`src/rtl/abl_pkg.sv`:
```
package abl_pkg;

    typedef enum logic [2:0] {
        ST_IDLE,
        ST_LOW,
        ST_HIGH,
        ST_TAIL,
        ST_ACK,
        ST_RUN
    } det_state_t;

    typedef enum logic [2:0] {
        RX_IDLE,
        RX_START,
        RX_DATA,
        RX_PAR,
        RX_STOP
    } rx_state_t;

    localparam logic [7:0] ACK_BYTE = 8'h79;

endpackage

```
`src/rtl/abl_tx.sv`:
```
module abl_tx #(
    parameter int DIV_W = 12
) (
    input  logic             clk,
    input  logic             rst_n,
    input  logic [DIV_W-1:0] div_i,
    input  logic             start_i,
    input  logic [7:0]       data_i,
    output logic             txd_o,
    output logic             busy_o
);
    localparam int FRAME_W = 11;

    logic [FRAME_W-1:0] sh_q;
    logic [DIV_W-1:0]   cnt_q;
    logic [3:0]         bitn_q;

    always_ff @(posedge clk or negedge rst_n) begin
        if (!rst_n) begin
            sh_q   <= '1;
            cnt_q  <= '0;
            bitn_q <= '0;
            busy_o <= 1'b0;
        end else if (start_i) begin
            sh_q   <= {1'b1, ^data_i, data_i, 1'b0};
            cnt_q  <= '0;
            bitn_q <= '0;
            busy_o <= 1'b1;
        end else if (busy_o) begin
            if (cnt_q == div_i - DIV_W'(1)) begin
                cnt_q <= '0;
                sh_q  <= {1'b1, sh_q[FRAME_W-1:1]};
                if (bitn_q == 4'(FRAME_W - 1)) begin
                    busy_o <= 1'b0;
                end else begin
                    bitn_q <= bitn_q + 4'd1;
                end
            end else begin
                cnt_q <= cnt_q + DIV_W'(1);
            end
        end
    end

    always_comb begin
        txd_o = busy_o ? sh_q[0] : 1'b1;
    end

    AST_TX_START_FREE: assert property (@(posedge clk) disable iff (!rst_n)
        start_i |-> !busy_o);

endmodule

```
`src/rtl/abl_rx.sv`:
```
module abl_rx
    import abl_pkg::*;
#(
    parameter int DIV_W = 12
) (
    input  logic             clk,
    input  logic             rst_n,
    input  logic             en_i,
    input  logic             line_i,
    input  logic             fall_i,
    input  logic [DIV_W-1:0] div_i,
    output logic [7:0]       data_o,
    output logic             valid_o,
    output logic             perr_o,
    output logic             ferr_o
);
    rx_state_t        st_q;
    logic [DIV_W-1:0] cnt_q;
    logic [2:0]       bitn_q;
    logic [7:0]       sh_q;
    logic             par_q;
    logic             bit_end;
    logic [DIV_W-1:0] half_m1;

    always_comb begin
        bit_end = (cnt_q == div_i - DIV_W'(1));
        half_m1 = (div_i >> 1) - DIV_W'(1);
        data_o  = sh_q;
    end

    always_ff @(posedge clk or negedge rst_n) begin
        if (!rst_n) begin
            st_q    <= RX_IDLE;
            cnt_q   <= '0;
            bitn_q  <= '0;
            sh_q    <= '0;
            par_q   <= 1'b0;
            valid_o <= 1'b0;
            perr_o  <= 1'b0;
            ferr_o  <= 1'b0;
        end else begin
            valid_o <= 1'b0;
            perr_o  <= 1'b0;
            ferr_o  <= 1'b0;
            unique case (st_q)
                RX_IDLE: begin
                    cnt_q <= '0;
                    if (en_i && fall_i) st_q <= RX_START;
                end
                RX_START: begin
                    if (cnt_q == half_m1) begin
                        cnt_q  <= '0;
                        bitn_q <= '0;
                        st_q   <= line_i ? RX_IDLE : RX_DATA;
                    end else begin
                        cnt_q <= cnt_q + DIV_W'(1);
                    end
                end
                RX_DATA: begin
                    if (bit_end) begin
                        cnt_q <= '0;
                        sh_q  <= {line_i, sh_q[7:1]};
                        if (bitn_q == 3'd7) st_q <= RX_PAR;
                        else bitn_q <= bitn_q + 3'd1;
                    end else begin
                        cnt_q <= cnt_q + DIV_W'(1);
                    end
                end
                RX_PAR: begin
                    if (bit_end) begin
                        cnt_q <= '0;
                        par_q <= line_i;
                        st_q  <= RX_STOP;
                    end else begin
                        cnt_q <= cnt_q + DIV_W'(1);
                    end
                end
                RX_STOP: begin
                    if (bit_end) begin
                        cnt_q   <= '0;
                        st_q    <= RX_IDLE;
                        ferr_o  <= !line_i;
                        perr_o  <= (par_q != ^sh_q);
                        valid_o <= line_i && (par_q == ^sh_q);
                    end else begin
                        cnt_q <= cnt_q + DIV_W'(1);
                    end
                end
                default: st_q <= RX_IDLE;
            endcase
        end
    end

    AST_RX_CLEAN: assert property (@(posedge clk) disable iff (!rst_n)
        valid_o |-> (!perr_o && !ferr_o));

endmodule

```
`src/rtl/autobaud_link.sv`:
```
module autobaud_link
    import abl_pkg::*;
#(
    parameter int DIV_W   = 12,
    parameter int MIN_BIT = 8,
    parameter int MAX_BIT = 2000
) (
    input  logic             clk,
    input  logic             rst_n,
    input  logic             rx_i,
    output logic             tx_o,
    output logic             locked_o,
    output logic [DIV_W-1:0] divisor_o,
    output logic [7:0]       rx_data_o,
    output logic             rx_valid_o,
    output logic             rx_par_err_o,
    output logic             rx_frm_err_o
);
    localparam int SPAN_MAX = 9 * MAX_BIT;
    localparam int LOW_W    = $clog2(MAX_BIT + 2);
    localparam int SPAN_W   = $clog2(SPAN_MAX + 2);
    localparam int AVG_W    = SPAN_W + 2;
    localparam logic [LOW_W-1:0]  MIN_L  = LOW_W'(MIN_BIT);
    localparam logic [LOW_W-1:0]  MAX_L  = LOW_W'(MAX_BIT);
    localparam logic [SPAN_W-1:0] SPAN_L = SPAN_W'(SPAN_MAX);

    det_state_t        state_q, state_d;
    logic [1:0]        sync_q;
    logic              rx_s, rx_q, fall;
    logic [LOW_W-1:0]  low_q;
    logic [SPAN_W-1:0] span_q;
    logic [DIV_W:0]    tail_q;
    logic [DIV_W-1:0]  div_q;
    logic              locked_q;
    logic [AVG_W-1:0]  avg_w;
    logic              avg_ok, tail_hit;
    logic              tx_start, tx_busy, rx_en;

    always_comb begin
        rx_s     = sync_q[1];
        fall     = rx_q & ~rx_s;
        avg_w    = ((AVG_W'(low_q) << 3) + AVG_W'(span_q) + AVG_W'(8)) >> 4;
        avg_ok   = (avg_w >= AVG_W'(MIN_BIT)) && (avg_w <= AVG_W'(MAX_BIT));
        tail_hit = (tail_q == {div_q, 1'b0} - (DIV_W + 1)'(1));
    end

    // state register
    always_ff @(posedge clk or negedge rst_n) begin
        if (!rst_n) state_q <= ST_IDLE;
        else        state_q <= state_d;
    end

    // next state
    always_comb begin
        state_d = state_q;
        unique case (state_q)
            ST_IDLE: if (fall) state_d = ST_LOW;
            ST_LOW: begin
                if (rx_s)
                    state_d = (low_q >= MIN_L && low_q <= MAX_L) ? ST_HIGH : ST_IDLE;
                else if (low_q > MAX_L)
                    state_d = ST_IDLE;
            end
            ST_HIGH: begin
                if (fall)                 state_d = avg_ok ? ST_TAIL : ST_IDLE;
                else if (span_q > SPAN_L) state_d = ST_IDLE;
            end
            ST_TAIL: if (tail_hit) state_d = ST_ACK;
            ST_ACK:  if (!tx_busy) state_d = ST_RUN;
            ST_RUN:  state_d = ST_RUN;
            default: state_d = ST_IDLE;
        endcase
    end

    // outputs of the state machine
    always_comb begin
        tx_start = 1'b0;
        rx_en    = 1'b0;
        unique case (state_q)
            ST_TAIL: tx_start = tail_hit;
            ST_RUN:  rx_en    = 1'b1;
            default: ;
        endcase
    end

    // measurement datapath
    always_ff @(posedge clk or negedge rst_n) begin
        if (!rst_n) begin
            sync_q   <= 2'b11;
            rx_q     <= 1'b1;
            low_q    <= '0;
            span_q   <= '0;
            tail_q   <= '0;
            div_q    <= '0;
            locked_q <= 1'b0;
        end else begin
            sync_q <= {sync_q[0], rx_i};
            rx_q   <= rx_s;
            unique case (state_q)
                ST_IDLE: begin
                    low_q  <= LOW_W'(1);
                    span_q <= SPAN_W'(1);
                end
                ST_LOW: begin
                    span_q <= span_q + SPAN_W'(1);
                    if (!rx_s) low_q <= low_q + LOW_W'(1);
                end
                ST_HIGH: begin
                    span_q <= span_q + SPAN_W'(1);
                    tail_q <= '0;
                    if (fall && avg_ok) begin
                        div_q    <= DIV_W'(avg_w);
                        locked_q <= 1'b1;
                    end
                end
                ST_TAIL: tail_q <= rx_s ? tail_q + (DIV_W + 1)'(1) : '0;
                default: ;
            endcase
        end
    end

    abl_tx #(.DIV_W(DIV_W)) tx_i (
        .clk    (clk),
        .rst_n  (rst_n),
        .div_i  (div_q),
        .start_i(tx_start),
        .data_i (ACK_BYTE),
        .txd_o  (tx_o),
        .busy_o (tx_busy)
    );

    abl_rx #(.DIV_W(DIV_W)) rx_i_u (
        .clk    (clk),
        .rst_n  (rst_n),
        .en_i   (rx_en),
        .line_i (rx_s),
        .fall_i (fall),
        .div_i  (div_q),
        .data_o (rx_data_o),
        .valid_o(rx_valid_o),
        .perr_o (rx_par_err_o),
        .ferr_o (rx_frm_err_o)
    );

    always_comb begin
        locked_o  = locked_q;
        divisor_o = div_q;
    end

    AST_LOCK_STICKY: assert property (@(posedge clk) disable iff (!rst_n)
        locked_o |=> locked_o);
    AST_DIV_FROZEN: assert property (@(posedge clk) disable iff (!rst_n)
        locked_o |=> $stable(divisor_o));
    AST_DIV_LIMITS: assert property (@(posedge clk) disable iff (!rst_n)
        locked_o |-> (divisor_o >= DIV_W'(MIN_BIT) && divisor_o <= DIV_W'(MAX_BIT)));
    AST_TX_QUIET: assert property (@(posedge clk) disable iff (!rst_n)
        !locked_o |-> tx_o);
    AST_RX_GATED: assert property (@(posedge clk) disable iff (!rst_n)
        rx_valid_o |-> locked_o);

endmodule

```
`config.mk`:
```
export PLATFORM = sky130hd
export DESIGN_NAME = autobaud_link
export DESIGN_NICKNAME = d
export VERILOG_FILES = /design/src/rtl/abl_pkg.sv /design/src/rtl/abl_tx.sv /design/src/rtl/abl_rx.sv /design/src/rtl/autobaud_link.sv
export SDC_FILE = /design/constraint.sdc
export NUM_CORES = 1
export LEC_CHECK = 0
export ABC_AREA = 1
export BUFFER_PORTS_ARGS = -buffer_cell sky130_fd_sc_hd__buf_4
export CORE_MARGIN = 4
export CORE_UTILIZATION = 55
export DETAILED_ROUTE_END_ITERATION = 6
export PLACE_DENSITY = 0.74
export SETUP_SLACK_MARGIN = 0.15
export SYNTH_ARGS = -nofsm -noshare
export SYNTH_HDL_FRONTEND = slang
export SYNTH_SLANG_ARGS = --single-unit
```
`constraint.sdc`:
```
create_clock -name clk -period 3.28 [get_ports clk]
set_input_delay 0.656 -clock clk [delete_from_list [all_inputs] [get_ports clk]]
set_output_delay 0.656 -clock clk [all_outputs]
set_load 0.02 [all_outputs]
```
==> reports/results.ini, run 1 <==
[critical_path]
cp-start-kind = flop
critPathCaptureType = flop
r2r-start = low_q[1]$_DFFE_PN0P_
worstPathArrival_ns = 3.20
path_cells = ha_1 -> ha_1 -> fa_1 -> nand3_1 -> nand2_1 -> xnor2_2 -> nand2_1 -> inv_1 -> nand2_1 -> nor2_1 -> nand4_1 -> nand2_1 -> nor2_1 -> buf_4 -> or2_2
r2r-end = locked_o$_DFFE_PN0P_
r2r_slack_ns = 0.39
r2r_cells = 15
worst_path_most_repeated_cell = nand2_1
path_class = flop to flop
worst_path_max_delay_cell = fa_1
path_max_fanout = 13
required_ns = 3.58
slowest_delay_ns = 0.47

[clocking]
cts_setup_buffers = 0
cts_tree = done
cts_root_buffer = clkbuf_16
cts_buffers = 17
clock_sinks = 114
cts-hold-fix-buffers = 0
clk_latency_ns = 0.42
path_clk_slew_ns = 0.06
cts_buffer_depth = 2
h-tree-depth = 4

[floorplanning]
coreArea_mm2 = 0.0145
fp.dieH_um = 130
start_util = 0.561
die_x_um = 130
die_area_mm2 = 0.0168
placement_rows = 44
io_pins = 28

[timing]
slew_viol_final = 0
final.setup_skew_ns = 0.0114
post-route-min-period_ns = 2.89
worstMarginPinSlew_ns = 0.667
grt_setup_unrepaired = no
fmax_mhz = 345
fin_tns_setup_ns = 0
period_share = 0.883
hold_violations = 0
setup_violations = 0
slew-limit-headroom = 0.544

[layout]
fillers = 1326
fin_nets = 1240
drive_gt1_frac = 0.111
diodes = 0
area_growth_pct = 12.8

[routing]
drtAntennaViolNets = 0
drt-wirelength-per-cell_um = 15.3
drtIter0Drc = 677
firstDrtPassIters = 6
wirelength_um = 21400
via_count = 7818
vias_per_cell = 5.59
post-route-drc-count = 0

[status]
status = finished, final reports clean

[global_route]
overflow = 0
antenna_found_initial = 0
grt_use_total = 0.266
first_global_vias = 7354
grt_pass1_wl_um = 35600
grt_start_max_net_pins = 50

[synth]
synth_area_per_cell_um2 = 7.04
synth_cell_type_count = 49
synth-edff-count = 0
syn-num-nets = 1198
synthCells = 1159
yosys.area.top_type = dfrtp_1
yosysTopAreaCellShare = 0.313
synth_common_cells = 308 x nand2_1, 139 x inv_1, 128 x nand3_1
synth_seq_area_share = 0.352
synth.most_common_cell = nand2_1
ys.flop_type = dfrtp_1
synth.area.top_cells = dfrtp_1 31%, nand2_1 14%, nand3_1 7.9%
async_reset_ff_frac = 1.00
synth-seq-cells = 114
yosysWarnings = 0
syn_area_mm2 = 0.00816

[power_and_ir_drop]
p_leak_nw = 4.72
power.total_mw = 4.22
ir_drop_mv = 0.469
power.density_mw_per_mm2 = 459

[hold_path]
hold_class = primary input to async pin

[place]
portBuffers = 27
gp_congestion = 0.985
place_hpwl_um = 16200

[flow_run]
cap_violations = 0

[registers in the layout, summed over array words and instances (netlist names), 2 cells and up]
register       cells
divisor_o         12
low_q             11
rx_i_u.bitn_q      3
rx_i_u.cnt_q      12
rx_i_u.data_o      8
rx_i_u.st_q        3
span_q            15
state_q            3
sync_q             2
tail_q            13
tx_i.bitn_q        4
tx_i.cnt_q        12
tx_i.sh_q          9
[stage by stage]
| stage | hold WS, ns | setup WS (ns) | area [um^2] | util | std cells |
|---|---|---|---|---|---|
| after floorplan | 0.345 | 0.660 | 8160 | - | 1159 |
| after global placement | 0.346 | 0.395 | 8580 | 0.590 | 1366 |
| after detailed placement | 0.350 | 0.364 | 8580 | 0.590 | 1366 |
| after CTS | 0.281 | 0.356 | 9180 | 0.632 | 1398 |
| after global routing | 0.304 | 0.143 | 9200 | 0.633 | 1398 |
| final | 0.246 | 0.385 | 9200 | 0.633 | 1398 |
[critical path, delay by kind of cell (launching register included)]
| family | cells | cell delay, ns |
|---|---|---|
| flops | 1 | 0.41 |
| simple gates | 9 | 0.94 |
| xor+xnor | 1 | 0.17 |
| fa+ha+maj | 3 | 1.03 |
| buf+inv | 2 | 0.22 |
[metal layers]
layer	part of all wire	up-vias	global-route usage
li1	-	3884	-
met4	0.041	0	0.133
met3	0.065	69	0.0569
met1	0.44	3591	0.347
met2	0.45	274	0.420
met5	0	-	0
[layout make-up]
class / instances / area, um^2 / area share
timing repair buffer: 37 / 278 / 0.0302
sequential: 114 / 2870 / 0.312
clock inverter: 9 / 134 / 0.0145
inverter: 146 / 548 / 0.0596
multi-input combinational: 885 / 4680 / 0.508
tap: 184 / 230 / 0.0250
clock buffer: 23 / 468 / 0.0509
[cells by family after synthesis]
kind of cell,synth area share
AO/OA/AOI/OAI,0.0972
XOR/XNOR,0.0462
adder cells (fa/ha/maj),0.0561
buffers and inverters,0.0779
flip-flops,0.352
AND/OR/NAND/NOR,0.371
[where the power goes]
group          internal, mW  total, mW  switching [mW]
clock network          1.23       1.89           0.658
logic                 0.236      0.744           0.507
registers              1.49       1.59          0.0961
total                  2.96       4.22            1.26
[worst max-delay path by stage]
stage	startpoint	endpoint	slack [ns]	cells after the start
floorplan	low_q[1]$_DFFE_PN0P_	divisor_o[10]$_DFFE_PN0P_	0.66	14
global placement	low_q[1]$_DFFE_PN0P_	state_q[0]$_DFFE_PN0P_	0.39	15
detailed placement	low_q[1]$_DFFE_PN0P_	divisor_o[3]$_DFFE_PN0P_	0.36	14
CTS	low_q[1]$_DFFE_PN0P_	divisor_o[3]$_DFFE_PN0P_	0.36	14
global route	low_q[1]$_DFFE_PN0P_	locked_o$_DFFE_PN0P_	0.14	15
finish	low_q[1]$_DFFE_PN0P_	locked_o$_DFFE_PN0P_	0.39	15
[what timing repair did]
action / in CTS / in global routing
gates resized for setup: 0 / 4
endpoints found under the hold margin: 0 / 0
setup endpoints to repair: 0 / 9
[cells in the final DEF (no fill, tap or decap), types with 11 or more instances in the layout]
cell / count
nor2_1: 125
nor3_1: 31
o21ai_0: 47
nand4_1: 14
dfrtp_1: 102
a21oi_1: 34
ha_1: 35
dfstp_2: 12
nand2_2: 13
clkbuf_16: 17
nor2_2: 11
nor4_1: 12
nand3_1: 127
inv_1: 139
xnor2_1: 17
buf_4: 37
nand2_1: 308
xor2_1: 25
(Power assumes the default switching activity.)
==> run 2, diff against run 1 <==
Settings changed: MAX_ROUTING_LAYER set to met4.
==> reports/results.ini, run 2 (synthesized netlist as in run 1, its figures left out) <==
[timing]
slew_viol_final = 0  ; unchanged
setup_violations = 0  ; unchanged
layout_setup_ws_ns = 0.360  ; -0.0256 ns
hold_violations = 0  ; unchanged
worstMarginPinSlew_ns = 0.571  ; -0.0961 ns
period_share = 0.890  ; +0.00782
post-route-min-period_ns = 2.92  ; +0.0256 ns
fin_tns_setup_ns = 0  ; unchanged
grt_setup_unrepaired = no
fmax_mhz = 342  ; -0.88%
slew-limit-headroom = 0.609  ; +0.0657
final.setup_skew_ns = 0.00739  ; -0.00405 ns

[critical_path]
worstPathArrival_ns = 3.22  ; +0.02 ns
worst_path_most_repeated_cell = nand2_1
required_ns = 3.58  ; about the same
path_class = flop to flop
critPathCaptureType = flop
r2r-end = locked_o$_DFFE_PN0P_
r2r_cells = 15  ; unchanged
startpoint = low_q[1]$_DFFE_PN0P_
worst_path_max_delay_cell = fa_1
path_max_fanout = 8  ; -5
cp-start-kind = flop
path_cells = ha_1 -> ha_1 -> fa_1 -> nand3_1 -> nand2_1 -> xnor2_2 -> nand2_1 -> inv_1 -> nand2_1 -> nor2_1 -> nand4_1 -> nand2_1 -> nor2_1 -> buf_4 -> or2_2
r2r-start = low_q[1]$_DFFE_PN0P_
slowest_delay_ns = 0.46  ; about the same
r2r_slack_ns = 0.36  ; -0.03 ns

[routing]
drtAntennaViolNets = 0  ; unchanged
firstDrtPassIters = 7  ; +1
vias_per_cell = 5.56  ; -0.62%
drt-wirelength-per-cell_um = 15.5  ; +0.92%
wirelength_um = 21600  ; +0.99%
via_count = 7775  ; -0.55%
post-route-drc-count = 0  ; unchanged
drtIter0Drc = 677  ; unchanged

[power_and_ir_drop]
p_leak_nw = 4.72  ; about the same
ir_drop_mv = 0.452  ; -3.6%
power.density_mw_per_mm2 = 455  ; -0.87%
power.total_mw = 4.18  ; -0.83%

[clocking]
clk_latency_ns = 0.42  ; about the same
cts_buffer_depth = 2  ; unchanged
h-tree-depth = 4  ; unchanged
cts_tree = done
cts_setup_buffers = 0  ; unchanged
cts_root_buffer = clkbuf_16
path_clk_slew_ns = 0.06  ; about the same
cts_buffers = 17  ; unchanged
clock_sinks = 114  ; unchanged
cts-hold-fix-buffers = 0  ; unchanged
cts-resized-gates = 0  ; unchanged

[layout]
final_cell_mix = 308 x nand2_1, 139 x inv_1, 127 x nand3_1
area_growth_pct = 12.8  ; about the same
drive_gt1_frac = 0.113  ; +0.00155
largest_register_ffs = 15  ; unchanged
utilization = 0.633  ; about the same
diodes = 0  ; unchanged
seq_area_mm2 = 0.00287  ; unchanged
fin_area_mm2 = 0.00921  ; about the same
largestRegisters = span_q (15), tail_q (13)
largest_register = span_q
multi_input_area_mm2 = 0.00467  ; about the same
layout_commonest_cell = nand2_1
fillers = 1340  ; +1.1%
fin_nets = 1241  ; +0.081%

[flow_run]
cap_violations = 0  ; unchanged

[floorplanning]
die_area_mm2 = 0.0168  ; unchanged
placement_rows = 44  ; unchanged
start_util = 0.561  ; unchanged
coreArea_mm2 = 0.0145  ; unchanged
io_pins = 28  ; unchanged
die_x_um = 130  ; unchanged
fp.dieH_um = 130  ; unchanged

[global_route]
grt_pass1_wl_um = 36000  ; +1.3%
first_global_vias = 7370  ; +0.22%
antenna_found_initial = 0  ; unchanged
overflow = 0  ; unchanged
grt_use_total = 0.277  ; +0.0106
grt_start_max_net_pins = 56  ; +12%

[place]
pre_cts_slack_ns = 0.357  ; -0.00664 ns
placed_cell_area_mm2 = 0.00860  ; +0.23%
portBuffers = 27  ; unchanged
place_hpwl_um = 16400  ; +1.2%
gp_congestion = 1.01  ; +2.3%

[status]
status = finished, final reports clean

[hold_path]
hold_class = primary input to async pin

-- run 2: critical path, delay by kind of cell, from the launching register on --
family / cells / cell delay [ns]
xor+xnor: 1 / 0.18
buf+inv: 2 / 0.21
flops: 1 / 0.41
fa+ha+maj: 3 / 1.02
simple gates: 9 / 0.98
-- run 2: metal layers --
| metal | share of wire | vias up | wire, um | track usage |
|---|---|---|---|---|
| met5 | 0 | - | 0 | - |
| met4 | 0.041 | 0 | 883 | 0.121 |
| met3 | 0.055 | 76 | 1200 | 0.0557 |
| met2 | 0.45 | 245 | 9710 | 0.425 |
| met1 | 0.46 | 3571 | 9850 | 0.356 |
| li1 | - | 3883 | - | - |
-- run 2: power breakdown --
part | leakage [nW] | internal (mW) | switching (mW)
registers | 1.53 | 1.49 | 0.0977
logic | 2.91 | 0.237 | 0.512
clock network | 0.272 | 1.16 | 0.689
total | 4.72 | 2.89 | 1.30
-- run 2: layout make-up --
class,instances,area share
Inverter,146,0.0595
Sequential cell,114,0.312
Multi-Input combinational cell,885,0.508
Timing Repair Buffer,38,0.0324
Clock inverter,11,0.0140
Clock buffer,21,0.0500
Tap cell,184,0.0250
-- run 2: how the worst max path moves through the flow --
stage	to	slack, ns
2_1_floorplan	divisor_o[10]$_DFFE_PN0P_	0.66
3_3_place_gp	state_q[0]$_DFFE_PN0P_	0.40
3_5_place_dp	state_q[0]$_DFFE_PN0P_	0.36
4_1_cts	divisor_o[3]$_DFFE_PN0P_	0.33
5_1_grt	locked_o$_DFFE_PN0P_	0.13
6_report	locked_o$_DFFE_PN0P_	0.36
-- run 2: through the flow --
stage,cells,hold WS (ns)
after floorplan,1159,0.345
after CTS,1399,0.245
after detailed placement,1367,0.347
after global routing,1399,0.265
final,1399,0.231
after global placement,1367,0.347
